[config.mk]
export PLATFORM = sky130hd
export DESIGN_NAME = clkpark_top
export DESIGN_NICKNAME = d
export VERILOG_FILES = /design/src/rtl/clkpark_pkg.sv /design/src/rtl/clkpark_strap.sv /design/src/rtl/clkpark_sync.sv /design/src/rtl/clkpark_ctrl.sv /design/src/rtl/clkpark_top.sv
export SDC_FILE = /design/constraint.sdc
export NUM_CORES = 1
export LEC_CHECK = 0
export ABC_AREA = 1
export BUFFER_PORTS_ARGS = -buffer_cell sky130_fd_sc_hd__clkbuf_2
export CORE_AREA = 2 2 39 41
export CTS_BUF_LIST = sky130_fd_sc_hd__clkbuf_8 sky130_fd_sc_hd__clkbuf_16
export DETAILED_ROUTE_END_ITERATION = 7
export DIE_AREA = 0 0 41 43
export PLACE_DENSITY_LB_ADDON = 0.2
export SETUP_SLACK_MARGIN = 0.15
export SYNTH_ARGS = -nofsm -noshare
export SYNTH_HDL_FRONTEND = slang
export SYNTH_SLANG_ARGS = --single-unit
[constraint.sdc]
create_clock -name clk_src -period 0.8 [get_ports clk_src]
set_input_delay 0 -clock clk_src [delete_from_list [all_inputs] [get_ports clk_src]]
set_output_delay 0 -clock clk_src [all_outputs]
set_load 0.1 [all_outputs]
[src/rtl/clkpark_pkg.sv]
`timescale 1ns/1ps
package clkpark_pkg;

    // Gate state held in the falling-edge domain
    typedef enum logic {
        GATE_RUN  = 1'b0,
        GATE_PARK = 1'b1
    } gate_state_e;

    // Strap capture register
    typedef struct packed {
        logic taken;   // strap has been sampled since reset
        logic level;   // sampled strap value
    } strap_reg_t;

    // Default synchronizer depth
    localparam int SYNC_DEPTH_DEF = 2;

    // Decide whether the gate should park
    function automatic logic park_wanted(input logic armed, input logic req_sync_n);
        return armed & ~req_sync_n;
    endfunction

endpackage

[src/rtl/clkpark_strap.sv]
`timescale 1ns/1ps
module clkpark_strap
    import clkpark_pkg::*;
(
    input  logic clk,
    input  logic rst,
    input  logic strap_in,
    output logic stop_armed
);

    strap_reg_t strap_q;

    always_ff @(posedge clk) begin
        if (rst) begin
            strap_q <= '{taken: 1'b0, level: 1'b1};
        end else if (!strap_q.taken) begin
            strap_q <= '{taken: 1'b1, level: strap_in};
        end
    end

    assign stop_armed = strap_q.taken & ~strap_q.level;


    strap_hold_chk: assert property (@(posedge clk) disable iff (rst)
        strap_q.taken |=> $stable(strap_q.level));


    strap_taken_chk: assert property (@(posedge clk) disable iff (rst)
        !strap_q.taken |=> strap_q.taken);

endmodule

[src/rtl/clkpark_sync.sv]
`timescale 1ns/1ps
module clkpark_sync #(
    parameter int   STAGES  = 2,
    parameter logic RST_VAL = 1'b1
) (
    input  logic clk,
    input  logic rst,
    input  logic async_in,
    output logic sync_out
);

    logic [STAGES-1:0] chain_q;

    // The first stage samples the asynchronous input; each later stage copies the one before it.
    // All stages are clocked on the falling edge, so the output changes only while clk is low.
    generate
        for (genvar g = 0; g < STAGES; g++) begin : g_stage
            if (g == 0) begin : g_head
                always_ff @(negedge clk) begin
                    if (rst) chain_q[g] <= RST_VAL;
                    else     chain_q[g] <= async_in;
                end
            end else begin : g_tail
                always_ff @(negedge clk) begin
                    if (rst) chain_q[g] <= RST_VAL;
                    else     chain_q[g] <= chain_q[g-1];
                end
            end
        end
    endgenerate

    assign sync_out = chain_q[STAGES-1];

endmodule

[src/rtl/clkpark_ctrl.sv]
`timescale 1ns/1ps
module clkpark_ctrl
    import clkpark_pkg::*;
#(
    parameter int SYNC_STAGES = SYNC_DEPTH_DEF
) (
    input  logic clk,
    input  logic rst,
    input  logic stop_armed,
    input  logic req_sync_n,
    input  logic req_raw_n,
    output logic gate_en,
    output logic parked
);

    // Worst-case delay is the synchronizer depth plus the state flop, and it stays below this bound
    localparam int LAT_LIMIT = SYNC_STAGES + 2;
    localparam int LAG_W     = $clog2(LAT_LIMIT + 1);

    gate_state_e state_q;
    logic        parked_q;

    always_ff @(negedge clk) begin
        if (rst) state_q <= GATE_RUN;
        else     state_q <= park_wanted(stop_armed, req_sync_n) ? GATE_PARK : GATE_RUN;
    end

    assign gate_en = (state_q == GATE_RUN);

    // Status: set once a rising edge of the source has been suppressed
    always_ff @(posedge clk) begin
        if (rst) parked_q <= 1'b0;
        else     parked_q <= ~gate_en;
    end

    assign parked = parked_q;

    // Latency watch: counts falling edges during which the enable disagrees with the raw request
    logic             want_run;
    logic [LAG_W-1:0] lag_q;

    assign want_run = ~(stop_armed & ~req_raw_n);

    always_ff @(negedge clk) begin
        if (rst)                      lag_q <= '0;
        else if (want_run == gate_en) lag_q <= '0;
        else if (lag_q != '1)         lag_q <= lag_q + 1'b1;
    end


    lat_bound_chk: assert property (@(negedge clk) disable iff (rst)
        lag_q < LAG_W'(LAT_LIMIT));


    bypass_run_chk: assert property (@(negedge clk) disable iff (rst)
        !stop_armed |=> gate_en);


    park_set_chk: assert property (@(posedge clk) disable iff (rst)
        !gate_en |=> parked_q);


    park_clr_chk: assert property (@(posedge clk) disable iff (rst)
        gate_en |=> !parked_q);

endmodule

[src/rtl/clkpark_top.sv]
`timescale 1ns/1ps
module clkpark_top
    import clkpark_pkg::*;
#(
    parameter int SYNC_STAGES = SYNC_DEPTH_DEF
) (
    input  logic clk_src,
    input  logic rst,
    input  logic stop_n,
    input  logic mode_strap,
    output logic clk_t,
    output logic clk_c,
    output logic parked
);

    logic stop_armed;
    logic req_sync_n;
    logic gate_en;

    clkpark_strap u_strap (
        .clk        (clk_src),
        .rst        (rst),
        .strap_in   (mode_strap),
        .stop_armed (stop_armed)
    );

    clkpark_sync #(
        .STAGES  (SYNC_STAGES),
        .RST_VAL (1'b1)
    ) u_sync (
        .clk      (clk_src),
        .rst      (rst),
        .async_in (stop_n),
        .sync_out (req_sync_n)
    );

    clkpark_ctrl #(
        .SYNC_STAGES (SYNC_STAGES)
    ) u_ctrl (
        .clk        (clk_src),
        .rst        (rst),
        .stop_armed (stop_armed),
        .req_sync_n (req_sync_n),
        .req_raw_n  (stop_n),
        .gate_en    (gate_en),
        .parked     (parked)
    );

    // The enable only changes on the falling edge, so both gates see it change while clk_src is low
    assign clk_t = clk_src & gate_en;
    assign clk_c = ~(clk_src & gate_en);


    park_low_chk: assert property (@(negedge clk_src) disable iff (rst)
        parked |-> (!clk_t && clk_c));

endmodule

==> impl_metrics.env <==
export IMPL_outcome="finished, violations left"
export IMPL_violations="hold timing, setup timing"
export IMPL_yosysTopAreaCell="dfxtp_1"
export IMPL_internal_power_mw=2.40
export IMPL_synth_common_cells="dfxtp_1, inv_1, nand2_1, nor2_1, or2_1"
export IMPL_antenna_found_initial=0
export IMPL_syn_inst=21
export IMPL_critPathKind="reg2out"
export IMPL_r2r_start="u_ctrl.state_q"
export IMPL_syn_nets=25
export IMPL_clk_pin_slew_ns=0.04
export IMPL_p_seq_share_pct=8.1
export IMPL_cp_end_kind="output pin"
export IMPL_cp_top_family="buffers and inverters"
export IMPL_finalMaxSlewViolations=0
export IMPL_required_ns=0.80
export IMPL_holdWs_ns=-0.00708
export IMPL_rr_endpoint="u_ctrl.parked"
export IMPL_cp_max_fo=2
export IMPL_pwr_share_clk_pct=91.1
export IMPL_worstPathCellList="nor2_4, buf_4, clkbuf_8, clkbuf_8, clkbuf_16"
export IMPL_crit_top_cell="clkbuf_8"
export IMPL_wirelength_um=563
export IMPL_cp_num_buf_inv=4
export IMPL_worstRegToRegCells=4
export IMPL_max_cap_violations=0
export IMPL_core_area_mm2=0.00138
export IMPL_finalWeightedCongestion=0.679
export IMPL_diodes=0
export IMPL_drtAntennaViolNets=0
export IMPL_start_util_pct=13.4
export IMPL_grt_pass1_wl_um=897
export IMPL_area_growth_pct=190
export IMPL_syn_area_um2=185
export IMPL_synth_distinct_cells=7
export IMPL_fp_dieH_um=43
export IMPL_tns_ns=-2.13
export IMPL_critical_path_slowest_cell="dfxtp_2"
export IMPL_num_vias=232
export IMPL_first_global_vias=296
export IMPL_switchingPower_mw=1.54
export IMPL_rsz0062_at_grt="yes"
export IMPL_grt_usage_pct=10.4
export IMPL_grt_max_degree=5
export IMPL_port_buffers=6
export IMPL_hold_path_class="in2reg"
export IMPL_clock_skew_ns=0.124
export IMPL_syn_avg_cell_area_um2=8.82
export IMPL_max_stage_delay_ns=0.32
export IMPL_synth_top_area_share_pct=64.9
export IMPL_setup_viol=5
export IMPL_yosysWarnings=0
export IMPL_startpoint="u_ctrl.state_q"
export IMPL_synthTopCellsByArea="dfxtp_1, inv_1, or2_1"
export IMPL_nets=53
export IMPL_pwr_share_comb_pct=0.8
export IMPL_synth_seq_area_share_pct=64.9
export IMPL_die_area_mm2=0.00176
export IMPL_yosys_register_bits=6
export IMPL_dr_pass1_iters=5
export IMPL_synth_top_flop_cell="dfxtp_1"
export IMPL_p_per_area_mw_per_mm2=7340
export IMPL_final_hold_violation_count=1
export IMPL_grt_ovfl_total=0
export IMPL_synth_edf_count=0
export IMPL_layout_setup_ws_ns=-0.814
export IMPL_ys_async_sr_fraction_pct=0
export IMPL_arrival_ns=1.61
export IMPL_synth_most_common_cell="dfxtp_1"
export IMPL_final_util_pct=38.8
export IMPL_worst_pin_slew_ns=0.120
export IMPL_cp_start_kind="flip-flop"
export IMPL_wl_per_cell_um=8.80
export IMPL_drt_initial_drc_count=7
export IMPL_max_slew_margin_pct=92.1
export IMPL_tritoncts="done"
export IMPL_swShare_pct=39.1
export IMPL_io_pin_count=7
export IMPL_drive_above_1_share_pct=66.7
export IMPL_ir_drop_mv=2.54
export IMPL_p_leak_nw=0.267
export IMPL_critPathCapture="clk_t"
export IMPL_clk_latency_ns=0.37
export IMPL_rrSetupSlack_ns=-0.27
export IMPL_via_per_inst=3.63
export IMPL_hpwlAfterDp_um=252
export IMPL_die_w_um=41
export IMPL_row_count=14
export IMPL_cp_depth=5
export IMPL_drcViolationCount=0
area by class of cell:
cell class	count	area, um^2
timing repair buffer	8	71.3
inverter	3	11.3
tap	16	20.0
sequential	6	125
clock buffer	16	231
multi-input combinational	10	53.8
fill	136	847
clock inverter	5	23.8
power by group through the flow:
stage	clock network, mW	logic (mW)	registers [mW]
after CTS	3.16	0.0317	0.319
after global placement	0.912	0.0260	0.322
final	3.59	0.0312	0.320
after detailed placement	0.912	0.0268	0.323
after floorplan	0.767	0.0108	0.322
after global routing	3.72	0.0355	0.320
routing by layer:
layer	share of wire (%)	GRT usage (%)	vias to the layer above	wire (um)
met5	0	0	-	0
li1	-	-	114	-
met1	31	3.90	98	172
met3	6.7	12.0	6	38
met2	51	9.38	14	286
met4	12	25.3	0	65
worst register-to-register path, cell delays in order (launching register included):
cell	delay (ns)
dfxtp_2	0.32
buf_4	0.13
buf_6	0.10
inv_2	0.03
nor2_1	0.03
cell usage in the layout, fill, tap and decap left out, drive strengths merged:
master and n:
buf 13, or2 2, nand3 1, dfxtp 6, inv 8, nor2 4
nand2 3, dlygate4sd3 1, clkbuf 10
sequential cells by signal (all words and copies together), names as in the netlist:
name,count
u_sync.chain_q,1
u_strap.strap_q,2
u_sync.sync_out,1
u_ctrl.state_q,1
u_ctrl.parked,1
worst min path at each step:
stage,depth (start not counted),to,slack [ns],from
after floorplan,1,u_ctrl.parked,0.06,rst
after global placement,3,u_strap.strap_q[0],0.20,mode_strap
after global routing,3,u_ctrl.parked,0.006,rst
after CTS,3,u_ctrl.parked,0.06,rst
after detailed placement,3,u_strap.strap_q[0],0.21,mode_strap
final,3,u_ctrl.parked,-0.007,rst
timing repair:
action                     CTS  global route
hold buffers                 1             0
pin swaps                    1             1
hold endpoints to repair     1             0
setup buffers                3             2
resized for setup           10            10
setup endpoints to repair    6             7
through the flow:
stage | worst slack (ns) | cells | hold WS, ns | instance area [um^2] | total power, mW
after detailed placement | -0.457 | 44 | 0.209 | 268 | 1.26
after global routing | -0.843 | 64 | 0.00592 | 537 | 4.07
after global placement | -0.451 | 44 | 0.199 | 268 | 1.26
after CTS | -0.868 | 62 | 0.0626 | 509 | 3.51
final | -0.814 | 64 | -0.00708 | 537 | 3.94
after floorplan | -0.995 | 21 | 0.0639 | 195 | 1.10
kinds of logic (layout without fill, tap and decap cells):
logic type | Yosys count | after routing | synth area share, %
flops | 6 | 6 | 64.9
buf+inv | 5 | 32 | 10.1
simple gates | 10 | 10 | 25.0
Note: power is estimated with default switching activity, not from simulation.
